[config.mk]
export PLATFORM = sky130hd
export DESIGN_NAME = vram_dma_engine
export DESIGN_NICKNAME = d
export VERILOG_FILES = /design/src/rtl/vdma_pkg.sv /design/src/rtl/vdma_regs.sv /design/src/rtl/vdma_seq.sv /design/src/rtl/vdma_mode.sv /design/src/rtl/vram_dma_engine.sv
export SDC_FILE = /design/constraint.sdc
export NUM_CORES = 1
export LEC_CHECK = 0
export BUFFER_PORTS_ARGS = -buffer_cell sky130_fd_sc_hd__buf_2
export CORE_ASPECT_RATIO = 0.6
export CORE_MARGIN = 3
export CORE_UTILIZATION = 35
export DETAILED_ROUTE_END_ITERATION = 8
export PLACE_DENSITY = 0.63
export SLEW_MARGIN = 20
export SYNTH_ARGS = -nofsm -noshare
export SYNTH_HDL_FRONTEND = slang
export SYNTH_SLANG_ARGS = --single-unit
[constraint.sdc]
create_clock -name clk -period 5.8 [get_ports clk]
set_input_delay 0.29 -clock clk [delete_from_list [all_inputs] [get_ports clk]]
set_output_delay 0.29 -clock clk [all_outputs]
set_load 0.05 [all_outputs]
[src/rtl/vdma_pkg.sv]
package vdma_pkg;
  localparam logic [2:0] SEL_SRC_HI = 3'd0;
  localparam logic [2:0] SEL_SRC_LO = 3'd1;
  localparam logic [2:0] SEL_DST_HI = 3'd2;
  localparam logic [2:0] SEL_DST_LO = 3'd3;
  localparam logic [2:0] SEL_CTRL   = 3'd4;

  typedef enum logic [1:0] {
    ST_IDLE = 2'd0,
    ST_RD   = 2'd1,
    ST_WR   = 2'd2
  } seq_state_e;
endpackage

[src/rtl/vdma_regs.sv]
module vdma_regs
  import vdma_pkg::*;
#(
  parameter int DW        = 8,
  parameter int CHUNK_LG2 = 4,
  parameter int WIN_LG2   = 13
) (
  input  logic                          clk,
  input  logic                          rst_n,
  input  logic                          wr_en,
  input  logic [2:0]                    wr_sel,
  input  logic [DW-1:0]                 wr_data,
  input  logic                          wb_en,
  input  logic [2*DW-CHUNK_LG2-1:0]     wb_src_c,
  input  logic [WIN_LG2-CHUNK_LG2-1:0]  wb_dst_c,
  input  logic [2:0]                    rd_sel,
  input  logic [DW-1:0]                 status_in,
  output logic [2*DW-CHUNK_LG2-1:0]     src_c,
  output logic [WIN_LG2-CHUNK_LG2-1:0]  dst_c,
  output logic [DW-1:0]                 rd_data
);
  localparam int LO_W  = DW - CHUNK_LG2;
  localparam int DHI_W = WIN_LG2 - DW;
  localparam int PAD_W = DW - DHI_W;

  logic [DW-1:0]    src_hi_q;
  logic [LO_W-1:0]  src_lo_q;
  logic [DHI_W-1:0] dst_hi_q;
  logic [LO_W-1:0]  dst_lo_q;

  always_ff @(posedge clk or negedge rst_n) begin
    if (!rst_n) begin
      src_hi_q <= '0;
      src_lo_q <= '0;
      dst_hi_q <= '0;
      dst_lo_q <= '0;
    end else if (wb_en) begin
      src_hi_q <= wb_src_c[2*DW-CHUNK_LG2-1:LO_W];
      src_lo_q <= wb_src_c[LO_W-1:0];
      dst_hi_q <= wb_dst_c[WIN_LG2-CHUNK_LG2-1:LO_W];
      dst_lo_q <= wb_dst_c[LO_W-1:0];
    end else if (wr_en) begin
      case (wr_sel)
        SEL_SRC_HI: src_hi_q <= wr_data;
        SEL_SRC_LO: src_lo_q <= wr_data[DW-1:CHUNK_LG2];
        SEL_DST_HI: dst_hi_q <= wr_data[DHI_W-1:0];
        SEL_DST_LO: dst_lo_q <= wr_data[DW-1:CHUNK_LG2];
        default: ;
      endcase
    end
  end

  assign src_c = {src_hi_q, src_lo_q};
  assign dst_c = {dst_hi_q, dst_lo_q};

  always_comb begin
    case (rd_sel)
      SEL_SRC_HI: rd_data = src_hi_q;
      SEL_SRC_LO: rd_data = {src_lo_q, {CHUNK_LG2{1'b0}}};
      SEL_DST_HI: rd_data = {{PAD_W{1'b0}}, dst_hi_q};
      SEL_DST_LO: rd_data = {dst_lo_q, {CHUNK_LG2{1'b0}}};
      SEL_CTRL:   rd_data = status_in;
      default:    rd_data = '1;
    endcase
  end
endmodule

[src/rtl/vdma_seq.sv]
module vdma_seq
  import vdma_pkg::*;
#(
  parameter int DW        = 8,
  parameter int CHUNK_LG2 = 4,
  parameter int WIN_LG2   = 13,
  parameter int CNT_W     = 8,
  parameter logic [2*DW-1:0] WIN_BASE = 16'h8000
) (
  input  logic                          clk,
  input  logic                          rst_n,
  input  logic                          start,
  input  logic [CNT_W-1:0]              nchunks,
  input  logic [2*DW-CHUNK_LG2-1:0]     src_c,
  input  logic [WIN_LG2-CHUNK_LG2-1:0]  dst_c,
  output logic                          mem_valid,
  input  logic                          mem_ready,
  output logic                          mem_we,
  output logic [2*DW-1:0]               mem_addr,
  output logic [DW-1:0]                 mem_wdata,
  input  logic [DW-1:0]                 mem_rdata,
  output logic                          busy,
  output logic                          chunk_done,
  output logic                          job_done,
  output logic [2*DW-CHUNK_LG2-1:0]     next_src_c,
  output logic [WIN_LG2-CHUNK_LG2-1:0]  next_dst_c
);
  localparam int AW = 2 * DW;

  seq_state_e             state;
  logic [AW-1:0]          src_q;
  logic [WIN_LG2-1:0]     dst_off;
  logic [CHUNK_LG2-1:0]   byte_idx;
  logic [CNT_W-1:0]       chunks_left;
  logic [DW-1:0]          data_q;
  logic                   step;
  logic                   last_byte;

  assign step       = (state == ST_WR) && mem_ready;
  assign last_byte  = &byte_idx;
  assign chunk_done = step && last_byte;
  assign job_done   = chunk_done && (chunks_left == CNT_W'(1));
  assign next_src_c = src_q[AW-1:CHUNK_LG2] + 1'b1;
  assign next_dst_c = dst_off[WIN_LG2-1:CHUNK_LG2] + 1'b1;

  always_ff @(posedge clk or negedge rst_n) begin
    if (!rst_n) begin
      state       <= ST_IDLE;
      src_q       <= '0;
      dst_off     <= '0;
      byte_idx    <= '0;
      chunks_left <= '0;
      data_q      <= '0;
    end else begin
      case (state)
        ST_IDLE: if (start) begin
          state       <= ST_RD;
          src_q       <= {src_c, {CHUNK_LG2{1'b0}}};
          dst_off     <= {dst_c, {CHUNK_LG2{1'b0}}};
          byte_idx    <= '0;
          chunks_left <= nchunks;
        end
        ST_RD: if (mem_ready) begin
          data_q <= mem_rdata;
          state  <= ST_WR;
        end
        ST_WR: if (mem_ready) begin
          src_q    <= src_q + 1'b1;
          dst_off  <= dst_off + 1'b1;
          byte_idx <= byte_idx + 1'b1;
          if (last_byte) begin
            chunks_left <= chunks_left - 1'b1;
            state <= (chunks_left == CNT_W'(1)) ? ST_IDLE : ST_RD;
          end else begin
            state <= ST_RD;
          end
        end
        default: state <= ST_IDLE;
      endcase
    end
  end

  assign busy      = (state != ST_IDLE);
  assign mem_valid = (state == ST_RD) || (state == ST_WR);
  assign mem_we    = (state == ST_WR);
  assign mem_wdata = data_q;
  assign mem_addr  = (state == ST_WR)
                     ? (WIN_BASE | {{(AW-WIN_LG2){1'b0}}, dst_off})
                     : src_q;

  // request held steady while stalled
  p_valid_hold_r4: assert property (@(posedge clk) disable iff (!rst_n)
    mem_valid && !mem_ready |=> mem_valid && $stable(mem_addr) && $stable(mem_we) && $stable(mem_wdata));

  // accepted read is followed by a write carrying the returned data
  p_data_copy_r4: assert property (@(posedge clk) disable iff (!rst_n)
    mem_valid && mem_ready && !mem_we |=> mem_valid && mem_we && (mem_wdata == $past(mem_rdata)));

  // writes stay in the window
  p_dst_window_r2: assert property (@(posedge clk) disable iff (!rst_n)
    mem_valid && mem_we |-> (mem_addr[AW-1:WIN_LG2] == WIN_BASE[AW-1:WIN_LG2]));

  // first read of every chunk is aligned
  p_chunk_align_r1: assert property (@(posedge clk) disable iff (!rst_n)
    mem_valid && !mem_we && (byte_idx == '0) |-> (mem_addr[CHUNK_LG2-1:0] == '0));
endmodule

[src/rtl/vdma_mode.sv]
module vdma_mode #(
  parameter int DW = 8
) (
  input  logic          clk,
  input  logic          rst_n,
  input  logic          ctrl_we,
  input  logic [DW-1:0] ctrl_wdata,
  input  logic          strobe,
  input  logic          busy,
  input  logic          chunk_done,
  input  logic          job_done,
  output logic          start,
  output logic [DW-1:0] nchunks,
  output logic [DW-1:0] status
);
  localparam int LEN_W = DW - 1;

  logic [DW-1:0] mode_q;
  logic [DW-1:0] status_q;
  logic          gen_run;
  logic          armed;
  logic          gen_start;
  logic          blk_start;

  assign armed     = mode_q[DW-1];
  assign gen_start = ctrl_we && !armed && !ctrl_wdata[DW-1] && !busy;
  assign blk_start = strobe && armed && !ctrl_we && !busy;
  assign start     = gen_start || blk_start;
  assign nchunks   = gen_start ? ({1'b0, ctrl_wdata[LEN_W-1:0]} + 1'b1) : DW'(1);
  assign status    = status_q;

  always_ff @(posedge clk or negedge rst_n) begin
    if (!rst_n) begin
      mode_q   <= '0;
      status_q <= '1;
      gen_run  <= 1'b0;
    end else if (ctrl_we && !busy) begin
      if (armed || ctrl_wdata[DW-1]) begin
        mode_q   <= ctrl_wdata;
        status_q <= {1'b0, ctrl_wdata[LEN_W-1:0]};
      end else begin
        gen_run <= 1'b1;
      end
    end else if (chunk_done) begin
      if (gen_run) begin
        if (job_done) begin
          status_q <= '1;
          gen_run  <= 1'b0;
        end
      end else begin
        status_q <= status_q - 1'b1;
        mode_q   <= mode_q - 1'b1;
      end
    end
  end

  // nothing starts while a run is in flight
  p_no_start_busy_r11: assert property (@(posedge clk) disable iff (!rst_n)
    busy |-> !start);

  // an immediate run ends idle with status 0xFF
  p_gen_ends_ff_r3: assert property (@(posedge clk) disable iff (!rst_n)
    job_done && gen_run |=> (status == '1) && !busy);
endmodule

[src/rtl/vram_dma_engine.sv]
module vram_dma_engine
  import vdma_pkg::*;
#(
  parameter int DW        = 8,
  parameter int CHUNK_LG2 = 4,
  parameter int WIN_LG2   = 13,
  parameter logic [2*DW-1:0] WIN_BASE = 16'h8000
) (
  input  logic            clk,
  input  logic            rst_n,
  input  logic            reg_we,
  input  logic [2:0]      reg_sel,
  input  logic [DW-1:0]   reg_wdata,
  input  logic [2:0]      reg_rsel,
  output logic [DW-1:0]   reg_rdata,
  input  logic            blank_strobe,
  output logic            busy,
  output logic            mem_valid,
  input  logic            mem_ready,
  output logic            mem_we,
  output logic [2*DW-1:0] mem_addr,
  output logic [DW-1:0]   mem_wdata,
  input  logic [DW-1:0]   mem_rdata
);
  localparam int AW    = 2 * DW;
  localparam int SRC_W = AW - CHUNK_LG2;
  localparam int DST_W = WIN_LG2 - CHUNK_LG2;

  logic             wr_ok;
  logic             ctrl_we;
  logic             addr_we;
  logic [SRC_W-1:0] src_c, next_src_c;
  logic [DST_W-1:0] dst_c, next_dst_c;
  logic [DW-1:0]    status;
  logic [DW-1:0]    nchunks;
  logic             start, chunk_done, job_done;

  assign wr_ok   = reg_we && !busy;
  assign ctrl_we = wr_ok && (reg_sel == SEL_CTRL);
  assign addr_we = wr_ok && (reg_sel != SEL_CTRL);

  vdma_regs #(.DW(DW), .CHUNK_LG2(CHUNK_LG2), .WIN_LG2(WIN_LG2)) regs_i (
    .clk(clk), .rst_n(rst_n),
    .wr_en(addr_we), .wr_sel(reg_sel), .wr_data(reg_wdata),
    .wb_en(chunk_done), .wb_src_c(next_src_c), .wb_dst_c(next_dst_c),
    .rd_sel(reg_rsel), .status_in(status),
    .src_c(src_c), .dst_c(dst_c), .rd_data(reg_rdata)
  );

  vdma_mode #(.DW(DW)) mode_i (
    .clk(clk), .rst_n(rst_n),
    .ctrl_we(ctrl_we), .ctrl_wdata(reg_wdata), .strobe(blank_strobe),
    .busy(busy), .chunk_done(chunk_done), .job_done(job_done),
    .start(start), .nchunks(nchunks), .status(status)
  );

  vdma_seq #(.DW(DW), .CHUNK_LG2(CHUNK_LG2), .WIN_LG2(WIN_LG2),
             .CNT_W(DW), .WIN_BASE(WIN_BASE)) seq_i (
    .clk(clk), .rst_n(rst_n),
    .start(start), .nchunks(nchunks), .src_c(src_c), .dst_c(dst_c),
    .mem_valid(mem_valid), .mem_ready(mem_ready), .mem_we(mem_we),
    .mem_addr(mem_addr), .mem_wdata(mem_wdata), .mem_rdata(mem_rdata),
    .busy(busy), .chunk_done(chunk_done), .job_done(job_done),
    .next_src_c(next_src_c), .next_dst_c(next_dst_c)
  );
endmodule

Word-level counts from Yosys, hierarchy flattened --
Cells that the tools add are included.
Cells by class: multiplexer cells 48, equality and inequality tests 20, reduce and logical (&&, ||, !) cells 43, $add $sub $neg 9
Operators with widths (count):
- $mux W8 | 16
- $mux W16 | 3
- $pmux W8 S5 | 1
- $mux W4 | 8
- $pmux W16 S2 | 1
- $mux W13 | 2
- $pmux W13 S2 | 1
- $sub A8 B1 Y8 const B | 3
- $add A16 B1 Y16 const B | 1
- $pmux W8 S2 | 1
- $reduce_bool A2 Y1 | 8
- $mux W5 | 3
- $add A13 B1 Y13 const B | 1
- $logic_and A1 B1 Y1 | 13
- $add A12 B1 Y12 const B | 1
- $eq A3 B2 Y1 const B | 4
- $ne A2 B2 Y1 const B | 6
- $reduce_and A2 Y1 | 6
- $reduce_and A3 Y1 | 4
- $add A9 B1 Y9 const B | 1
- $add A7 B1 Y8 const B | 1
- $eq A8 B1 Y1 const B | 1
- $mux W2 | 4
- $pmux W4 S2 | 1
- other kinds (14) | 29
Storage, ports and cells: input bits 27, flip-flop bits (word level) 89, output and inout bits 35, logic and storage cells 133

Logic depth before layout (Yosys ltp) --
Gate-level depths: netlist of the first run.
word-level depth 10, gate-level depth with buffers 9, gate-level depth less buffers 7

By module --
A second synthesis of the first run with hierarchy kept.
Second synthesis, totals: cell total of the unflattened synthesis 692, area, all modules 6177.2 sq um
By module, submodules not included:
- vdma_seq | sequential area each 1276.2 sq um, cells an instance 395, instances 1, area an instance 3549.7 sq um
- vdma_regs | sequential area each 525.5 sq um, cells an instance 140, instances 1, area an instance 1300.0 sq um
- vdma_mode | sequential area each 435.4 sq um, cells an instance 153, instances 1, area an instance 1281.2 sq um
- vram_dma_engine | sequential area each 0.0 sq um, cells an instance 4, instances 1, area an instance 46.3 sq um

Worst setup path before layout of the first run --
Ideal clock, no wire load.
kind register to output, start reg seq_i.state[0], end out mem_addr[2], buffers on the path 3, cell stages (with the launch flop) 7, path slack 2925 ps, data required time 5510 ps, arrival 2585 ps, path through dfrtp_1 -> inv_1 -> ha_1 -> clkbuf_1 -> buf_2 -> clkbuf_1 -> o21ai_0
On the way: word-level cells in the longest chain between the ends 2
RTL lines:
- start, declared | line vdma_seq.sv:30 | seq_state_e state;
- start signal, assigned | line vdma_seq.sv:73 | state <= (chunks_left == CNT_W'(1)) ? ST_IDLE : ST_RD;
- $eq A2 B2 Y1
- via mem_we | line vram_dma_engine.sv:20 | output logic mem_we,
- $mux W16 | line vdma_seq.sv:88 | ? (WIN_BASE | {{(AW-WIN_LG2){1'b0}}, dst_off})
- end, declared | line vram_dma_engine.sv:21 | output logic [2*DW-1:0] mem_addr,
The timed path passes the listed nets, and every way through them passes these cells.

Worst setup path after layout of the first run --
start reg seq_i.state[0], end reg seq_i.chunks_left[2]
On the way: word-level cells in the longest chain between the ends 10, elaborated cells on any way between the ends 21, those cells by class eq/ne: 4; mux: 3; reduce/logical: 14
RTL lines:
- $reduce_bool A2 Y1 | line vdma_seq.sv:83 | assign busy = (state != ST_IDLE);
- $logic_not A1 Y1 | line vdma_mode.sv:26, vdma_mode.sv:27, vram_dma_engine.sv:38
- $logic_and A1 B1 Y1 | line vram_dma_engine.sv:38 | assign wr_ok = reg_we && !busy;
- $logic_and A1 B1 Y1 | line vram_dma_engine.sv:39 | assign ctrl_we = wr_ok && (reg_sel == SEL_CTRL);
- $logic_and A1 B1 Y1 / $logic_not A1 Y1 (equally long branches) | line vdma_mode.sv:26, vdma_mode.sv:27
- $logic_and A1 B1 Y1, on equally long branches (2 in series) | line vdma_mode.sv:26, vdma_mode.sv:27
- $mux W8 / $logic_or A1 B1 Y1 (equally long branches) | line vdma_mode.sv:29, vdma_mode.sv:28
- $mux W8 / $ne A2 B2 Y1 (equally long branches)
- $pmux W8 S2 / $reduce_and A4 Y1 (equally long branches)
- end signal, assigned | line vdma_seq.sv:61 | chunks_left <= nchunks;
- end signal, assigned | line vdma_seq.sv:72 | chunks_left <= chunks_left - 1'b1;
- end, declared | line vdma_seq.sv:34 | logic [CNT_W-1:0] chunks_left;
Several ways; a longest one is shown, not always the timed one. The select of a mux whose other input is x is not followed. A chain may end at the register's enable or synchronous reset.

==> results of run 1 <==
==> state kept, by name (all words and copies together), names as in the netlist <==
signal / count
seq_i.byte_idx: 4
seq_i.mem_wdata: 8
seq_i.state: 2
regs_i.dst_hi_q: 5
seq_i.src_q: 16
regs_i.src_lo_q: 4
mode_i.mode_q: 8
mode_i.status: 8
regs_i.dst_lo_q: 4
seq_i.dst_off: 13
regs_i.src_hi_q: 8
seq_i.chunks_left: 8
mode_i.gen_run: 1
==> cell type report <==
class / instances / share of cell area (%)
Multi-Input combinational cell: 503 / 49.9
Sequential cell: 89 / 34.3
Timing Repair Buffer: 67 / 5.45
Tap cell: 203 / 3.90
Clock buffer: 10 / 3.67
Clock inverter: 6 / 1.38
Inverter: 24 / 1.38
==> critical path, stage by stage (launching register included) <==
cell and delay (ns):
dfrtp_1 0.42, inv_1 0.11, ha_2 0.45, buf_4 0.54, nor2_1 0.27, o21ai_2 0.61, a21oi_1 0.09, o22a_1 0.22
==> per-layer routing <==
metal | up-vias | routed length (um) | share of wire, % | GRT usage, %
li1 | 2466 | - | - | -
met1 | 2537 | 8870 | 51 | 30.6
met2 | 189 | 7090 | 41 | 26.3
met3 | 21 | 1400 | 8.0 | 5.78
met4 | 0 | 136 | 0.78 | 2.76
met5 | - | 0 | 0 | 0
==> worst paths after layout <==
path | cells after the start | end | slack (ns) | start
max | 7 | seq_i.chunks_left[2] | 2.96 | seq_i.state[0]
min | 2 | seq_i.mem_wdata[1] | 0.17 | mem_rdata[1]
max reg2reg | 7 | seq_i.chunks_left[2] | 2.96 | seq_i.state[0]
min reg2reg | 1 | seq_i.byte_idx[3] | 0.48 | seq_i.byte_idx[3]
max in group asynchronous | 3 | mode_i.mode_q[6] | 4.26 | rst_n
min in group asynchronous | 2 | seq_i.src_q[12] | 0.47 | rst_n
==> cell usage in the layout, fill, tap and decap left out, types with 3 or more instances in the layout <==
cell type	instances
o22a_1	9
clkbuf_16	9
a22o_1	3
nor2b_1	3
nand4b_1	3
o32a_1	4
a41oi_1	4
mux2_2	25
nand4_1	6
ha_1	14
o32ai_1	4
buf_2	60
inv_1	24
dfrtp_1	81
or3_1	4
nand2_1	61
nand2b_1	5
dfstp_2	8
o22ai_1	12
a211oi_1	3
buf_4	6
nand3_1	32
xnor2_1	12
nor2_1	62
a31oi_1	9
xor2_1	11
nor3_1	14
a21oi_1	57
and4_1	3
mux2i_1	25
and3_1	7
o31ai_1	3
o21ai_0	55
a211o_1	4
==> power by group through the flow <==
stage | clock [uW] | sequential, uW | combinational, uW
final | 656 | 1260 | 1910
after CTS | 661 | 1250 | 1910
after global routing | 689 | 1300 | 2090
after global placement | 0 | 1260 | 1880
after detailed placement | 0 | 1260 | 1900
after floorplan | 0 | 1220 | 1440
==> kinds of logic after synthesis <==
kind of cell	after synthesis	synth area share, %
multiplexers	51	9.66
AND/OR/NAND/NOR	221	18.8
adder cells (fa/ha/maj)	15	3.27
flip-flops	89	39.0
XOR/XNOR	23	3.51
buffers and inverters	60	4.43
AO/OA/AOI/OAI	193	21.4
==> repair_timing <==
item | CTS | global route
hold endpoints to repair | 34 | 0
setup buffers | 0 | 0
hold buffers | 1 | 0
==> stage by stage <==
step	std cells	area (um^2)
finish	902	6520
floorplan	652	5740
global route	902	6520
CTS	902	6520
global placement	885	6180
detailed placement	885	6180
==> out/qor.yml, run 1 <==
cts:
  cts_num_sinks: 89
  ctsResizeCount: 0
  cts_buffers: 9
  clk-insertion-delay-late_ns: 0.34
  tritoncts: "done"
  worst_setup_hold_path_clk_slew_ns: 0.07
  cts-root-buf: "clkbuf_16"
  clock_path_buffers: 2
  h-tree-depth: 3
run:
  cap_viol_max_count: 0
route:
  vias: 5213
  drt-total-wl_mm: 17.5
  wire_per_inst_um: 19.4
  drc: 0
  drt_first_iter_violations: 588
  via_per_inst: 5.78
  antenna_left: 0
  dr.pass1.iters: 5
critical_path:
  critPathArrivalTime_ns: 3.07
  crit_type: "reg2reg"
  startpoint_type: "register"
  worst_setup_path_end_kind: "register"
  crit_fanout: 53
  cp.required_ns: 6.03
power:
  power.total_uw: 3830
  sequentialPowerShare_pct: 33.0
  swShare_pct: 49.3
  p_per_area_nw_per_um2: 589
  internal-power_uw: 1940
  p_sw_uw: 1890
  pwr-share-clk_pct: 17.1
  vdd_ir_drop_max_mv: 0.276
  p_leak_uw: 0.00279
  p_comb_share_pct: 49.9
synthesis:
  syn_area_per_cell_um2: 8.80
  netlist.area_leader.share_pct: 35.3
  synth_warnings: 0
  synth_most_common_cell: "dfrtp_1"
  yosysSeqAreaShare_pct: 39.0
  synth_common_cells: "dfrtp_1 (81), nor2_1 (62), nand2_1 (61)"
  yosys-top-cells-area: "dfrtp_1 (35%), a21oi_1 (5.0%), mux2_2 (4.9%)"
  synth_cells: 652
  async_flop_share_pct: 100
  synth_edf_count: 0
  synthFlopType: "dfrtp_1"
  yosysTopAreaCell: "dfrtp_1"
  syn_nets: 694
  syn_area_um2: 5740
  ys_types: 68
  ys_ff_latch: 89
timing:
  tightest_slew_ns: 1.05
  finalSetupTns_ns: 0
  fin_crit_ns: 2.84
  slew_viol_final: 0
  setup_viol: 0
  fmax_mhz: 352
  maxSlewHeadroom_pct: 30.1
  hold_viol_final: 0
  layout_setup_ws_ns: 2.96
  grt_setup_unrepaired: "no"
  fin_crit_sh_pct: 49.0
  whs_ns: 0.174
  finClkSkew_ns: 0.00541
layout:
  layout-drive-gt1-share_pct: 18.6
  antenna_cells: 0
  final_nets: 736
  multi_input_area_um2: 3250
  ff_latch_area_um2: 2240
  fillers: 1564
  area_growth_pct: 13.6
  post-route-util_pct: 41.6
placement:
  place.gp.congestion: 0.885
  post-place-ws_ns: 3.04
  numPortBuffers: 61
  hpwl_mm: 12.8
die:
  rows: 35
  die_area_um2: 18000
  initial_core_util_pct: 36.6
  die_x_um: 171
  io_pins: 62
  coreArea_um2: 15700
  die_y_um: 105
global_routing:
  antenna_found_initial: 0
  grt_max_degree: 54
  grtUsageTotal_pct: 19.4
  first_global_vias: 4836
  grt.overflow.total: 0
  grt_pass1_wl_mm: 27.4
min_path:
  min_path_type: "in2reg"
run_status:
  status: "finished, final reports clean"
No activity file was read; power rests on OpenSTA's default activity.
==> inputs of run 2 (changes only) <==
clock period = 2.8 ns   (was 5.8 ns; I/O delays follow)
==> run 2 against run 1 <==
Design area grew 1.0%. Worst hold slack got worse by 0.15 ns. Combinational power increased by 110%. Global-route usage is essentially flat. Non-clock buffer count increased by 8. Sequential share of layout area fell by 0.35 points. Total power up 110%. Clock skew increased by 0.0013 ns. Register-to-register slack worse by 2.5 ns. Largest cell class unchanged.
==> out/qor.yml, run 2 (synthesized netlist as in run 1, its figures left out) <==
global_routing:
  antenna_found_initial: 0  # unchanged
  grt_max_degree: 60  # +11%
  first_global_vias: 4747  # -1.8%
  grtUsageTotal_pct: 19.4  # about the same
  grt_pass1_wl_mm: 27.3  # -0.30%
  grt.overflow.total: 0  # unchanged
critical_path:
  startpoint_type: "register"
  cp.required_ns: 2.66  # -3.37 ns
  critPathArrivalTime_ns: 2.38  # -0.69 ns
  crit_type: "reg2out"
  crit_fanout: 46  # -13%
  worst_setup_path_end_kind: "primary output"
layout:
  final_nets: 744  # +1.1%
  antenna_cells: 0  # unchanged
  final_common_cell: "dfrtp_1"
  largest_reg_flops: 16  # unchanged
  area_growth_pct: 14.8
  layout-drive-gt1-share_pct: 19.5  # +0.92 points
  final_cell_mix: "dfrtp_1 (81), nor2_1 (62), nand2_1 (61)"
  top_register: "seq_i.src_q"
  fin_cells: 910  # +0.89%
  top_regs: "seq_i.src_q: 16 flops, seq_i.dst_off: 13 flops"
run_status:
  status: "finished, final reports clean"
min_path:
  min_path_type: "in2reg"
cts:
  post_cts.repair.setup_buffers: 0  # unchanged
  ctsResizeCount: 0  # unchanged
  h-tree-depth: 3  # unchanged
  clk-insertion-delay-late_ns: 0.34  # about the same
  cts_num_sinks: 89  # unchanged
  worst_setup_hold_path_clk_slew_ns: 0.07  # about the same
  clock_path_buffers: 2  # unchanged
  tritoncts: "done"
  cts_buffers: 9  # unchanged
  cts-root-buf: "clkbuf_16"
timing:
  fin_crit_sh_pct: 90.0
  grt_setup_unrepaired: "no"
  finalSetupTns_ns: 0  # unchanged
  layout_setup_ws_ns: 0.280  # -2.68 ns
  tightest_slew_ns: 0.794  # -0.254 ns
  slew_viol_final: 0  # unchanged
  setup_viol: 0  # unchanged
  maxSlewHeadroom_pct: 47.1  # +17 points
  fmax_mhz: 397
  fin_crit_ns: 2.52
  whs_ns: 0.0247  # -0.149 ns
  hold_viol_final: 0  # unchanged
  finClkSkew_ns: 0.00670  # +0.00129 ns
route:
  wire_per_inst_um: 19.0  # -1.9%
  dr.pass1.iters: 5  # unchanged
  drt_first_iter_violations: 627  # +6.6%
  via_per_inst: 5.77  # -0.14%
  drc: 0  # unchanged
  vias: 5252  # +0.75%
  antenna_left: 0  # unchanged
  drt-total-wl_mm: 17.3  # -1.0%
die:
  initial_core_util_pct: 36.6  # unchanged
  die_x_um: 171  # unchanged
  die_y_um: 105  # unchanged
  die_area_um2: 18000  # unchanged
  io_pins: 62  # unchanged
  coreArea_um2: 15700  # unchanged
  rows: 35  # unchanged
run:
  cap_viol_max_count: 0  # unchanged
power:
  p_per_area_nw_per_um2: 1210  # +110%
  p_leak_uw: 0.00283  # +1.5%
  vdd_ir_drop_max_mv: 0.643  # +130%
placement:
  hpwl_mm: 12.9  # +1.0%
  numPortBuffers: 61  # unchanged
  place.gp.congestion: 0.857  # -3.2%
  placed_cells: 893  # +0.90%
  post-place-ws_ns: 0.439  # -2.60 ns
[run 2: critical path: stages, from the launching register on]
cell and delay [ns]:
dfrtp_1 0.43, inv_1 0.10, ha_2 0.39, buf_4 0.47, mux2_2 0.41, buf_2 0.22
[run 2: path summary, 6_finish.rpt]
path / endpoint / slack [ns] / cells past startpoint / start
max in group asynchronous: mode_i.status[6] / 1.65 / 3 / rst_n
worst min-delay path: seq_i.mem_wdata[2] / 0.02 / 2 / mem_rdata[2]
min in group asynchronous: seq_i.src_q[12] / 0.42 / 2 / rst_n
worst max-delay path: mem_addr[8] / 0.28 / 5 / seq_i.state[0]
worst min register to register: seq_i.byte_idx[3] / 0.48 / 1 / seq_i.byte_idx[3]
worst max register to register: seq_i.chunks_left[6] / 0.42 / 6 / seq_i.state[0]
[run 2: layer usage]
metal,vias to the layer above,GRT usage [%],share of wire (%)
li1,2478,-,-
met1,2514,31.2,50
met2,242,26.4,40
met3,18,4.61,8.9
met4,0,2.87,1.1
met5,-,0,0
[run 2: cell type report]
type                    count  area (um^2)
clock buffers               9          225
well taps                 203          254
clock inverters             7         98.8
fillers                  1553         9090
flip-flops and latches     89         2240
repair buffers             75          428
inverters                  24         90.1
multi-input cells         503         3250
[run 2: power breakdown]
group / total (uW) / internal [uW] / switching (uW)
logic: 4020 / 1400 / 2630
registers: 2620 / 1880 / 741
clock network: 1340 / 791 / 550
[run 2: timing repair]
item,4_1_cts,5_1_grt
endpoints found under the setup margin,0,0
hold buffers,1,0
hold endpoints to repair,55,0
[run 2: metrics by stage]
stage | utilization (%) | power, uW | area, um^2
floorplan | - | 5500 | 5740
global placement | 39.9 | 6560 | 6250
detailed placement | 39.9 | 6600 | 6250
CTS | 42.0 | 7980 | 6580
global route | 42.0 | 8510 | 6580
finish | 42.0 | 7980 | 6580
